## src/rtl/cmp_pkg.sv

```systemverilog
package cmp_pkg;

  typedef struct packed {
    logic lt;
    logic eq;
    logic gt;
    logic ne;
  } rel_flags_t;

endpackage

```

## src/rtl/sub_fa_cell.sv

```systemverilog
module sub_fa_cell (
  input  logic x_i,
  input  logic y_i,
  input  logic c_i,
  output logic s_o,
  output logic c_o
);

  logic half_x;

  assign half_x = x_i ^ y_i;
  assign s_o    = half_x ^ c_i;
  assign c_o    = (x_i & y_i) | (half_x & c_i);

endmodule

```

## src/rtl/sub_ripple_adder.sv

```systemverilog
module sub_ripple_adder #(
  parameter int WIDTH = 8
) (
  input  logic [WIDTH-1:0] x_i,
  input  logic [WIDTH-1:0] y_i,
  input  logic             cin_i,
  output logic [WIDTH-1:0] sum_o,
  output logic             c_top_in_o,
  output logic             c_out_o
);

  logic [WIDTH:0] chain;

  assign chain[0] = cin_i;

  for (genvar k = 0; k < WIDTH; k++) begin : g_stage
    sub_fa_cell u_cell (
      .x_i (x_i[k]),
      .y_i (y_i[k]),
      .c_i (chain[k]),
      .s_o (sum_o[k]),
      .c_o (chain[k+1])
    );
  end

  assign c_top_in_o = chain[WIDTH-1];
  assign c_out_o    = chain[WIDTH];

endmodule

```

## src/rtl/sub_zero_detect.sv

```systemverilog
module sub_zero_detect #(
  parameter int WIDTH = 8
) (
  input  logic [WIDTH-1:0] val_i,
  output logic             zero_o
);

  assign zero_o = ~(|val_i);

endmodule

```

## src/rtl/sub_rel_flags.sv

```systemverilog
module sub_rel_flags
  import cmp_pkg::*;
(
  input  logic       sign_i,
  input  logic       ovf_i,
  input  logic       zero_i,
  output rel_flags_t flags_o
);

  logic less;

  assign less       = sign_i ^ ovf_i;
  assign flags_o.lt = less;
  assign flags_o.eq = zero_i;
  assign flags_o.gt = ~less & ~zero_i;
  assign flags_o.ne = ~zero_i;

endmodule

```

## src/rtl/signed_sub_compare.sv

```systemverilog
module signed_sub_compare
  import cmp_pkg::*;
#(
  parameter int WIDTH = 8
) (
  input  logic [WIDTH-1:0] op_a,
  input  logic [WIDTH-1:0] op_b,
  output logic [WIDTH-1:0] diff_o,
  output logic             lt_o,
  output logic             eq_o,
  output logic             gt_o,
  output logic             ne_o
);

  localparam int MSB = WIDTH - 1;

  logic [WIDTH-1:0] b_flip;
  logic [WIDTH-1:0] diff;
  logic             c_top_in;
  logic             c_out;
  logic             ovf;
  logic             zero;
  rel_flags_t       flags;

  // two's complement negate: invert here, the +1 enters as carry-in
  assign b_flip = ~op_b;

  sub_ripple_adder #(.WIDTH(WIDTH)) u_adder (
    .x_i        (op_a),
    .y_i        (b_flip),
    .cin_i      (1'b1),
    .sum_o      (diff),
    .c_top_in_o (c_top_in),
    .c_out_o    (c_out)
  );

  // signed overflow: carry into the top stage disagrees with carry out
  assign ovf = c_top_in ^ c_out;

  sub_zero_detect #(.WIDTH(WIDTH)) u_zero (
    .val_i  (diff),
    .zero_o (zero)
  );

  sub_rel_flags u_flags (
    .sign_i  (diff[MSB]),
    .ovf_i   (ovf),
    .zero_i  (zero),
    .flags_o (flags)
  );

  assign diff_o = diff;
  assign lt_o   = flags.lt;
  assign eq_o   = flags.eq;
  assign gt_o   = flags.gt;
  assign ne_o   = flags.ne;

endmodule

```

## config.mk

```make
export PLATFORM = sky130hd
export DESIGN_NAME = signed_sub_compare
export DESIGN_NICKNAME = d
export VERILOG_FILES = /design/src/rtl/cmp_pkg.sv /design/src/rtl/sub_fa_cell.sv /design/src/rtl/sub_ripple_adder.sv /design/src/rtl/sub_zero_detect.sv /design/src/rtl/sub_rel_flags.sv /design/src/rtl/signed_sub_compare.sv
export SDC_FILE = /design/constraint.sdc
export NUM_CORES = 1
export LEC_CHECK = 0
export CAP_MARGIN = 5
export CELL_PAD_IN_SITES_DETAIL_PLACEMENT = 1
export CELL_PAD_IN_SITES_GLOBAL_PLACEMENT = 1
export CORE_UTILIZATION = 24
export DETAILED_ROUTE_END_ITERATION = 8
export PLACE_DENSITY = 0.93
export SYNTH_ARGS = -nofsm -noshare
export SYNTH_HDL_FRONTEND = slang
export SYNTH_SLANG_ARGS = --single-unit
```

## constraint.sdc

```tcl
create_clock -name vclk -period 12.8
set_input_delay 1.28 -clock vclk [all_inputs]
set_output_delay 1.28 -clock vclk [all_outputs]
set_load 0.02 [all_outputs]
```

==> results.cfg <==
[worst_setup_path]
critical_path_class = input port to primary output
timing.critical_path.arrival_ns = 5.88
critical_path_peak_fanout = 3
cp-start-kind = input port
critical_path_required_ns = 11.52
worstSetupStartpoint = op_a[0]
cp-end-kind = primary output

[placed_design]
gpl.final_weighted_congestion = 0.631
io_buffer_count = 28
pre_cts_slack_ns = 5.63
hpwlAfterDp_um = 727

[global_route]
first_global_vias = 312
grt_use_total = 0.120
global_route_wire_length_before_repair_um = 1260
grt_antenna_before_repair = 0
grt_max_degree = 4
met1_capacity_usage_during_global_routing = 0.112
grt_busiest_layer = met2
gr-usage-met3 = 0.0231
global_route.overflow_total = 0
globalRouteMet2Util = 0.267

[status]
status = finished clean

[die]
die_y_extent_um = 39.0
num_io_pins = 28
fp.coreArea_um2 = 1190
starting_density_of_the_core = 0.276
num_rows = 12
floorplan.die_area_um2 = 1520
horizontal_extent_of_the_die_um = 39.0

[drt]
ant_nets = 0
vias_per_cell = 3.96
initialDrtViolationCount = 0
routed_wl_um = 751
post_drt_wl_per_cell_um = 10.4
remaining_drc_errors = 0
detailedRoute.firstPassIterationCount = 1
routed-via-count = 285

[yosys]
synth_sequential_area_ratio = 0
yosys.cell_types.count = 9
syn-mean-instance-area_um2 = 8.63
synth_fp_nets = 63
yosys_warnings = 0
syn_inst = 38
syn-cell-area_um2 = 328

[power]
power.static_leakage_nw = 0.268
power.density_nw_per_um2 = 60.0
vdd.ir_drop.worst_v = 0.0000212

[sta]
setup-tns-final_ns = 0
worstMarginPinSlew_ns = 0.219
final-setup-viol-count = 0
period_share = 0.560
worst_slack_ns = 5.64
worst_slew_margin_rel = 0.854
min_period_ns = 7.16
rsz0062_at_grt = no
hold_viol_final = 0
fmaxAchievable_mhz = 140
slew_viol_final = 0
hold-worst-slack_ns = 3.74

[cells_and_area]
clockBufferCount = 0
antenna_cells = 0
nNetsFinal = 85
area_growth_syn_to_layout_pct = 72.5
area.sequential_um2 = 0
num_sequential = 0
drive_above_1_share = 0.0172

[worst_hold_path]
hold_class = input port to primary output
worst_hold_startpoint = op_b[0]

[clock_tree]
post_cts_buffers = 0
cts-resized-gates = 0
holdBufCountCts = 0

[flow_run]
cap_violations = 0
## per-stage QoR
stage	instance area [um^2]	util	power [W]	cells
2_1_floorplan	328	-	0.0000226	38
3_3_place_gp	566	0.477	0.0000334	72
3_5_place_dp	566	0.477	0.0000344	72
4_1_cts	566	0.477	0.0000346	72
5_1_grt	566	0.477	0.0000370	72
6_report	566	0.477	0.0000339	72
## cell families (layout without fill, tap and decap cells)
kind of cell,Yosys count,count (layout),synth area share
compound gates,1,1,0.0305
buf+inv,24,44,0.366
fa+ha+maj,9,9,0.527
simple gates,4,4,0.0764
## Yosys cell counts (all sizes together)
master	count	area (um^2)
nand4b	1	8.76
nand4	1	6.26
or2	1	6.26
fa	8	160
nor2	1	3.75
inv	16	60.1
ha	1	12.5
o21ba	1	10.0
buf	8	60.1
## final cells by class
type                            instances  area (um^2)
Fill cell                             145          621
Timing Repair Buffer                   28          280
Inverter                               16         60.1
Tap cell                               14         17.5
Multi-Input combinational cell         14          208
## layout by cell type, fill, tap and decap left out, drive strengths merged
cell type,count
clkdlybuf4s50,28
ha,1
or2,1
o21ba,1
nand4,1
nand4b,1
nor2,1
inv,16
fa,8
## power by group
group          total (W)  internal (W)  switching [W]
sequential             0             0              0
combinational  0.0000339     0.0000180      0.0000159
clock                  0             0              0
total          0.0000339     0.0000180      0.0000159
## routing by layer
layer,vias to the layer above,wire [um],share of wire
li1,134,-,-
met1,131,242,0.32
met2,20,436,0.58
met3,0,72,0.096
met4,0,0,0
met5,-,0,0
## worst max-delay path, stage by stage
cell                              delay (ns)
sky130_fd_sc_hd__clkdlybuf4s50_1        0.46
sky130_fd_sc_hd__inv_1                  0.04
sky130_fd_sc_hd__ha_1                   0.20
sky130_fd_sc_hd__fa_1                   0.39
sky130_fd_sc_hd__fa_1                   0.39
sky130_fd_sc_hd__fa_1                   0.38
sky130_fd_sc_hd__fa_1                   0.38
sky130_fd_sc_hd__fa_1                   0.39
sky130_fd_sc_hd__fa_1                   0.42
sky130_fd_sc_hd__inv_1                  0.09
sky130_fd_sc_hd__fa_1                   0.43
sky130_fd_sc_hd__nand4b_1               0.24
sky130_fd_sc_hd__or2_1                  0.25
sky130_fd_sc_hd__clkdlybuf4s50_1        0.53
## path summary, 6_finish.rpt
| path | endpoint | depth (start not counted) |
|---|---|---|
| min | diff_o[0] | 4 |
| max | ne_o | 14 |
Power figures use the tool's default switching activity.
